## config.mk

```make
export PLATFORM = sky130hd
export DESIGN_NAME = hbr_ctrl_regs
export DESIGN_NICKNAME = d
export VERILOG_FILES = /design/src/rtl/hbr_pkg.sv /design/src/rtl/hbr_idx_dec.sv /design/src/rtl/hbr_word.sv /design/src/rtl/hbr_en_word.sv /design/src/rtl/hbr_rise_pulse.sv /design/src/rtl/hbr_ctrl_regs.sv
export SDC_FILE = /design/constraint.sdc
export NUM_CORES = 2
export LEC_CHECK = 0
export BUFFER_PORTS_ARGS = -buffer_cell sky130_fd_sc_hd__buf_4
export CAP_MARGIN = 0
export CORE_MARGIN = 5
export CORE_UTILIZATION = 40
export DETAILED_ROUTE_END_ITERATION = 7
export PLACE_DENSITY = 0.66
export SETUP_SLACK_MARGIN = 0.15
export SLEW_MARGIN = 20
export SYNTH_ARGS = -nofsm -noshare
export SYNTH_HDL_FRONTEND = slang
export SYNTH_SLANG_ARGS = --single-unit
```

## constraint.sdc

```tcl
create_clock -name clk -period 3.2 [get_ports clk]
set_clock_uncertainty 0.1 [all_clocks]
set_input_delay 0.48 -clock clk [delete_from_list [all_inputs] [get_ports clk]]
set_output_delay 0.48 -clock clk [all_outputs]
set_load 0.02 [all_outputs]
```

## src/rtl/hbr_pkg.sv

```systemverilog
// Package: shared constants for the host bridge control register file.
// Assumes word indices as seen on the bus (byte offset >> 2).
package hbr_pkg;
    localparam int NUM_REGS  = 28;
    localparam int DATA_W    = 32;
    localparam int IDX_GEN   = 1;   // general configuration word
    localparam int IDX_MAP   = 4;   // address-map word
    localparam int IDX_EDGE  = 9;   // edge-select mask
    localparam int IDX_POL   = 11;  // polarity mask
    localparam int IDX_ESET  = 12;  // enable-set alias
    localparam int IDX_ECLR  = 13;  // enable-clear alias
    localparam int IDX_EN    = 14;  // enable mask, read-only
    localparam int IDX_STAT  = 15;  // status, read-only
    localparam int SOFT_BIT  = 2;   // soft-reset trigger bit in IDX_GEN

    // Power-on value of each register word
    function automatic logic [DATA_W-1:0] reset_value(input int idx);
        case (idx)
            0:       return 32'h0000_0C40;
            1:       return 32'h0000_1384;
            2:       return 32'h2BFF_8010;
            3:       return 32'h255E_0091;
            4:       return 32'h0000_6140;
            7, 8:    return 32'h0000_01FF;
            26:      return 32'h0000_0008;
            27:      return 32'h1000_0000;
            default: return '0;
        endcase
    endfunction
endpackage

```

## src/rtl/hbr_idx_dec.sv

```systemverilog
// Module: turns a write index and strobe into a one-hot per-register select.
// Assumes indices at or above NREGS select nothing.
module hbr_idx_dec #(
    parameter int IDX_W = 6,
    parameter int NREGS = 28
) (
    input  logic             we,
    input  logic [IDX_W-1:0] idx,
    output logic [NREGS-1:0] sel
);
    // One-hot decode of the addressed word
    always_comb begin
        sel = '0;
        for (int i = 0; i < NREGS; i++) begin
            if (we && (idx == IDX_W'(i))) sel[i] = 1'b1;
        end
    end
endmodule

```

## src/rtl/hbr_word.sv

```systemverilog
// Module: one plain read/write register word with a fixed power-on value.
// Assumes synchronous active-low reset.
module hbr_word #(
    parameter int                W     = 32,
    parameter logic [W-1:0]      RST_V = '0
) (
    input  logic         clk,
    input  logic         rst_n,
    input  logic         we,
    input  logic [W-1:0] wdata,
    output logic [W-1:0] q
);
    // Load power-on value or store written word
    always_ff @(posedge clk) begin
        if (!rst_n)  q <= RST_V;
        else if (we) q <= wdata;
    end
endmodule

```

## src/rtl/hbr_en_word.sv

```systemverilog
// Module: enable mask modified only by set and clear masks.
// Assumes clear takes precedence when both strobes are active.
module hbr_en_word #(
    parameter int W = 32
) (
    input  logic         clk,
    input  logic         rst_n,
    input  logic         set_we,
    input  logic         clr_we,
    input  logic [W-1:0] wdata,
    output logic [W-1:0] q
);
    logic [W-1:0] set_m, clr_m;

    // Masks active only while their strobe is high
    always_comb begin
        set_m = set_we ? wdata : '0;
        clr_m = clr_we ? wdata : '0;
    end

    // OR in set bits, then knock out clear bits
    always_ff @(posedge clk) begin
        if (!rst_n) q <= '0;
        else        q <= (q | set_m) & ~clr_m;
    end
endmodule

```

## src/rtl/hbr_rise_pulse.sv

```systemverilog
// Module: one-cycle request when a write takes a stored bit from 0 to 1.
// Assumes the pulse appears in the cycle after the write edge.
module hbr_rise_pulse (
    input  logic clk,
    input  logic rst_n,
    input  logic we,
    input  logic new_bit,
    input  logic cur_bit,
    output logic pulse
);
    // Register the 0-to-1 write condition for one cycle
    always_ff @(posedge clk) begin
        if (!rst_n) pulse <= 1'b0;
        else        pulse <= we && new_bit && !cur_bit;
    end
endmodule

```

## src/rtl/hbr_ctrl_regs.sv

```systemverilog
// Module: host bridge control register file, 28 words of 32 bits.
// Assumes whole-word access by word index; indices past the bank read 0.
module hbr_ctrl_regs
    import hbr_pkg::*;
#(
    parameter int IDX_W = 6
) (
    input  logic              clk,
    input  logic              rst_n,
    input  logic              wr_en,
    input  logic [IDX_W-1:0]  wr_idx,
    input  logic [DATA_W-1:0] wr_data,
    input  logic [IDX_W-1:0]  rd_idx,
    output logic [DATA_W-1:0] rd_data,
    output logic [DATA_W-1:0] irq_en,
    output logic [DATA_W-1:0] irq_edge,
    output logic [DATA_W-1:0] irq_pol,
    output logic [DATA_W-1:0] addr_map,
    output logic              sys_rst_req
);
    localparam int NREGS = NUM_REGS;

    logic [NREGS-1:0]  sel;
    logic [DATA_W-1:0] regs [NREGS];
    logic              gen_soft_bit;

    hbr_idx_dec #(.IDX_W(IDX_W), .NREGS(NREGS)) u_dec (
        .we  (wr_en),
        .idx (wr_idx),
        .sel (sel)
    );

    // Per-word storage, variant picked by index
    for (genvar i = 0; i < NREGS; i++) begin : g_word
        if (i == IDX_EN) begin : g_en
            hbr_en_word #(.W(DATA_W)) u_en (
                .clk    (clk),
                .rst_n  (rst_n),
                .set_we (sel[IDX_ESET]),
                .clr_we (sel[IDX_ECLR]),
                .wdata  (wr_data),
                .q      (regs[i])
            );
        end else if (i == IDX_STAT) begin : g_ro
            assign regs[i] = reset_value(i);
        end else begin : g_rw
            hbr_word #(.W(DATA_W), .RST_V(reset_value(i))) u_w (
                .clk   (clk),
                .rst_n (rst_n),
                .we    (sel[i]),
                .wdata (wr_data),
                .q     (regs[i])
            );
        end
    end

    assign gen_soft_bit = regs[IDX_GEN][SOFT_BIT];

    hbr_rise_pulse u_soft (
        .clk     (clk),
        .rst_n   (rst_n),
        .we      (sel[IDX_GEN]),
        .new_bit (wr_data[SOFT_BIT]),
        .cur_bit (gen_soft_bit),
        .pulse   (sys_rst_req)
    );

    // Read mux; unmatched indices give zero
    always_comb begin
        rd_data = '0;
        for (int i = 0; i < NREGS; i++) begin
            if (rd_idx == IDX_W'(i)) rd_data = regs[i];
        end
    end

    assign irq_en   = regs[IDX_EN];
    assign irq_edge = regs[IDX_EDGE];
    assign irq_pol  = regs[IDX_POL];
    assign addr_map = regs[IDX_MAP];
endmodule

```

Yosys cells after proc, flatten, opt, wreduce, memory -nomap -nowiden
Cells that the tools add are included.

word-level totals
  input bits = 47
  logic and storage cells = 170
  flip-flop bits (word level) = 865

cells by class
  reduce and logical (&&, ||, !) cells = 31
  equality and inequality tests = 52
  muxes and demuxes = 56
  bitwise operators = 3

operators by type and width
  operator                                                         count
  32-bit two-way mux                                               30
  6-bit by 5-bit == test with 1-bit output, second input constant  24
  6-bit by 4-bit == test with 1-bit output, second input constant  14
  6-bit by 3-bit == test with 1-bit output, second input constant  8
  32-bit bitwise AND                                               1
  32-bit inverter                                                  1
  32-bit OR                                                        1
  1-bit logical AND                                                28
  1-bit two-way mux                                                26
  6-bit by 2-bit == test with 1-bit output, second input constant  4
  6-bit by 1-bit == test with 1-bit output, second input constant  2
  6-bit zero test                                                  2
  1-bit zero test                                                  1

Longest topological paths before layout
  word-level depth = 29
  mapped depth = 11

By module
A second synthesis with hierarchy kept.

unflattened totals
  cell total of the unflattened synthesis = 4113
  area, all modules = 42673.4 µm²

modules (own cells, without submodules)
  module                              area each (µm²)  sequential area each (µm²)  cells an instance  instances
  hbr_word (g_word[10].g_rw.u_w ...)  1243.7           640.6                       103                17
  hbr_ctrl_regs                       8962.3           0.0                         1282               1
  hbr_word (g_word[26].g_rw.u_w ...)  1241.2           640.6                       103                2
  hbr_word (g_word[7].g_rw.u_w ...)   1221.2           640.6                       103                2
  hbr_en_word                         1266.2           640.6                       106                1
  hbr_word (g_word[0].g_rw.u_w)       1236.2           640.6                       103                1
  hbr_word (g_word[4].g_rw.u_w)       1233.7           640.6                       103                1
  hbr_word (g_word[1].g_rw.u_w)       1231.2           640.6                       103                1
  hbr_word (g_word[3].g_rw.u_w)       1207.4           640.6                       103                1
  hbr_word (g_word[2].g_rw.u_w)       1199.9           640.6                       103                1
  hbr_idx_dec                         239.0            0.0                         45                 1
  hbr_rise_pulse                      30.0             20.0                        2                  1

Least setup slack after synthesis
OpenSTA, ideal clock, no wires.

  path type = input to output
  from = in rd_idx[4]
  to = out rd_data[17]
  stages = 9
  setup slack = 0.191 ns
  data required time = 2.620 ns
  data arrival time = 2.429 ns
  cells stage by stage = buf_6 -> or4b_1 -> buf_4 -> nor2_8 -> buf_2 -> nand2_1 -> o21ai_0 -> a222oi_1 -> a221oi_1

between the ends
  longest elaborated chain between the ends = 29

ends and longest elaborated chain
  what                               RTL line             source
  start: declaration                 hbr_ctrl_regs.sv:13  input logic [IDX_W-1:0] rd_idx,
  6-bit zero test                    hbr_ctrl_regs.sv:72  if (rd_idx == IDX_W'(i)) rd_data = regs[i];
  32-bit two-way mux (27 in series)  hbr_ctrl_regs.sv:72
  32-bit two-way mux *               hbr_ctrl_regs.sv:72
  end: declaration                   hbr_ctrl_regs.sv:14  output logic [DATA_W-1:0] rd_data,

Mark *: on every way between the ends. The rest lies on a longest branch, timed or not.

Final worst setup path
  from = reg g_word[9].g_rw.u_w.q[2]
  to = out rd_data[2]

between the ends
  longest elaborated chain between the ends = 19

ends and longest elaborated chain
  what                               RTL line             source
  start: declaration                 hbr_word.sv:11       output logic [W-1:0] q
  start signal: assignment           hbr_word.sv:16       else if (we) q <= wdata;
  32-bit two-way mux (19 in series)  hbr_ctrl_regs.sv:72

No other way between the ends.

==> results.toml <==
[run_status]
status = "finished, violations left"
violations = "setup timing"

[global_route]
grt_pass1_vias = 38900
overflow = 0
grt_usage_pct = 34.55
grt_pass1_wl_mm = 277.8
antenna_found_initial = 5
grt_max_degree = 123

[setup_path]
startpoint_type = "flip-flop"
crit_buf_inv = 3
path_common_cell = "buf_4"
slowest_stage = "o32ai_1"
crit_path_max_incr_delay_ns = 0.53
crit_path_end_kind = "primary output"
crit_fanout = 3
crit_chain = "nor2b_1, buf_4, a21oi_1, o32ai_1, a21oi_4, a211oi_4, o21ai_2, buf_4, buf_6"
crit_required_ns = 2.62
arrival_ns = 2.98
critPathTopFamily = "compound AO/OA/AOI/OAI gates"
path_class = "flip-flop to primary output"
reg2reg_slack_ns = 2.18

[sta]
tightest_slew_ns = 0.7608
setup_violations = 30
fmax_ghz = 0.2807
period_needed_ns = 3.563
hold_violations = 0
rsz0062_at_grt = "true"
layout_setup_ws_ns = -0.3627
period_share_pct = 111.3
maxSlewViolCount = 0
relSlewSlack_pct = 49.28

[logic_synthesis]
synth_enable_flop_cells = 0
netlist_top_cells_area = "dfxtp_1 43%, nand2_1 17%, a21boi_0 14%"
syn_nets = 5232
async_reset_ff_share_pct = 0
ys_warn_count = 0
synthCells = 5185
syn_area_um2 = 40720
synth_ff_type = "dfxtp_1"
ys_seq_elements = 865
syn_avg_cell_area_um2 = 7.853
synth_area_leader_cell = "dfxtp_1"
ys_seq_area_share_pct = 42.53
ys_types = 80
synth_top_area_share_pct = 42.53

[die]
rows = 117
io_pins = 208
die_area_um2 = 108300
core_area_um2 = 101400
initial_core_util_pct = 40.14
die_x_um = 329.1
die_y_um = 329.1

[clock_tree]
cts.path.max_buffers = 3
htreeDepth = 3
clkSlewWorstSetupHoldPaths_ns = 0.06
root_buffer = "clkbuf_16"
clk_latency_ns = 0.67
cts_tree = "yes"
hold_buffers = 0
numCtsBuffers = 96
cts_sinks = 865

[drt]
wire_per_inst_um = 27.64
route.detailed.drc = 0
drt_pass1_iterations = 6
routed-via-count = 42130
viasPerCell = 5.939
drt_iter0_markers = 5958
ant_nets = 0
routed_wirelength_mm = 196.1

[job]
max_cap_viol_count = 0

[cells_and_area]
final_core_util_pct = 52.81
syn_to_final_growth_pct = 31.57
final_net_count = 5693
drive_gt1_share_pct = 24.52
layout.cells.non_filler = 7095

[min_path]
hold_path_class = "primary input to flip-flop"

[pwr]
powerDensity_nw_per_um2 = 472.5
total_power_mw = 25.31
ir_worst_vdd_uv = 456.2
p_leak_nw = 19.41

[placement]
io_buffers = 207
placed_cells = 6784
gp_congestion = 0.9951
dpl.hpwl_mm = 127.9
==> layout by cell type, fill, tap and decap left out, types with 12 or more instances in the layout <==
cell | Yosys | final
nand2_2 | 0 | 15
clkbuf_1 | 393 | 18
buf_8 | 0 | 14
mux2_2 | 41 | 40
nor3_1 | 27 | 20
buf_6 | 9 | 126
nand3_1 | 84 | 78
buf_4 | 20 | 659
nor2b_1 | 15 | 13
a21oi_1 | 152 | 124
a21boi_0 | 777 | 776
dfxtp_2 | 0 | 17
mux4_2 | 38 | 38
nor2_4 | 5 | 18
clkbuf_16 | 0 | 102
nor2_2 | 5 | 29
a22oi_1 | 58 | 42
nand2_1 | 1821 | 1801
o22ai_1 | 57 | 45
a22oi_2 | 0 | 16
o21ai_1 | 8 | 18
o21ai_2 | 0 | 12
nor2_1 | 151 | 114
a221oi_2 | 0 | 17
o2bb2ai_1 | 22 | 21
o21ai_0 | 143 | 111
a21oi_2 | 0 | 18
clkbuf_8 | 0 | 24
buf_12 | 0 | 59
o211ai_1 | 18 | 18
o221ai_1 | 35 | 24
a221oi_1 | 35 | 14
mux2i_1 | 59 | 55
dfxtp_1 | 865 | 848
clkinv_2 | 0 | 14
==> cell type report <==
type	count	area, µm²
Fill cell	9320	47870
Multi-Input combinational cell	3800	23030
Sequential cell	865	17340
Timing Repair Buffer	870	8049
Clock buffer	138	2811
Tap cell	1368	1712
Clock inverter	37	575.6
Inverter	13	48.80
Antenna cell	4	10.01
==> sequential cells by signal (all words and copies together) (netlist names) <==
| register | count |
|---|---|
| g_word.g_en.u_en.q | 32 |
| u_soft.pulse | 1 |
| g_word.g_rw.u_w.q | 832 |
==> worst paths after layout <==
kind / startpoint / to / depth (start not counted)
max: g_word[9].g_rw.u_w.q[2] / rd_data[2] / 9
min: rst_n / g_word[1].g_rw.u_w.q[2] / 2
max reg2reg: g_word[11].g_rw.u_w.q[0] / g_word[11].g_rw.u_w.q[0] / 2
min reg2reg: g_word[19].g_rw.u_w.q[7] / g_word[19].g_rw.u_w.q[7] / 2
==> stage by stage <==
step / setup WS (ns) / TNS [ns] / cell area [µm²] / hold slack, ns
global route: -0.3184 / -5.452 / 53570 / 0.1057
global placement: -0.8071 / -15.51 / 46450 / 0.3456
floorplan: 0.1908 / 0 / 40720 / 0.3148
detailed placement: -0.8228 / -15.69 / 46450 / 0.3521
CTS: -0.3057 / -3.634 / 52630 / 0.07861
finish: -0.3627 / -5.107 / 53580 / 0.1012
==> what timing repair did <==
item                                    CTS  global route
gates resized for setup                 454           102
pin swaps                               138            68
gates cloned                              5             4
endpoints found under the setup margin   32            32
buffers inserted                         81            42
==> power breakdown <==
part	switching, mW	total, mW	internal (mW)
clock network	4.92	12.0	7.04
logic	1.56	2.50	0.946
registers	0.0364	10.9	10.8
total	6.51	25.3	18.8
==> metal layers <==
| layer | up-vias | global-route usage (%) | wire (µm) |
|---|---|---|---|
| met4 | 0 | 17.85 | 12920 |
| li1 | 18590 | - | - |
| met5 | - | 0 | 0 |
| met2 | 2747 | 50.35 | 80610 |
| met1 | 20240 | 47.08 | 77990 |
| met3 | 553 | 9.117 | 24600 |
==> cells by family after synthesis <==
kind of cell / after synthesis / share of synthesized area [%]
flops: 865 / 42.53
xor+xnor: 1 / 0.02151
buf+inv: 521 / 5.386
simple gates: 2191 / 21.61
mux: 138 / 4.686
compound gates: 1469 / 25.77
==> Yosys cell counts (10+ instances only) <==
library cell / count
mux4_2: 38
dfxtp_1: 865
a22oi_1: 58
buf_2: 76
o211ai_1: 18
o21ai_0: 143
a222oi_1: 11
and3_1: 13
a31oi_1: 12
nand2b_1: 11
a211oi_1: 22
a22o_1: 10
and2_1: 10
buf_1: 10
o22a_1: 10
a221o_1: 10
nand2_1: 1821
nor3_1: 27
o21a_1: 10
mux2i_1: 59
a221oi_1: 35
nand3_1: 84
o2bb2ai_1: 22
inv_1: 11
o221ai_1: 35
a21boi_0: 777
buf_4: 20
nor2b_1: 15
o22ai_1: 57
nor2_1: 151
clkbuf_1: 393
a21oi_1: 152
mux2_2: 41
No activity file was read; power rests on OpenSTA's default activity.
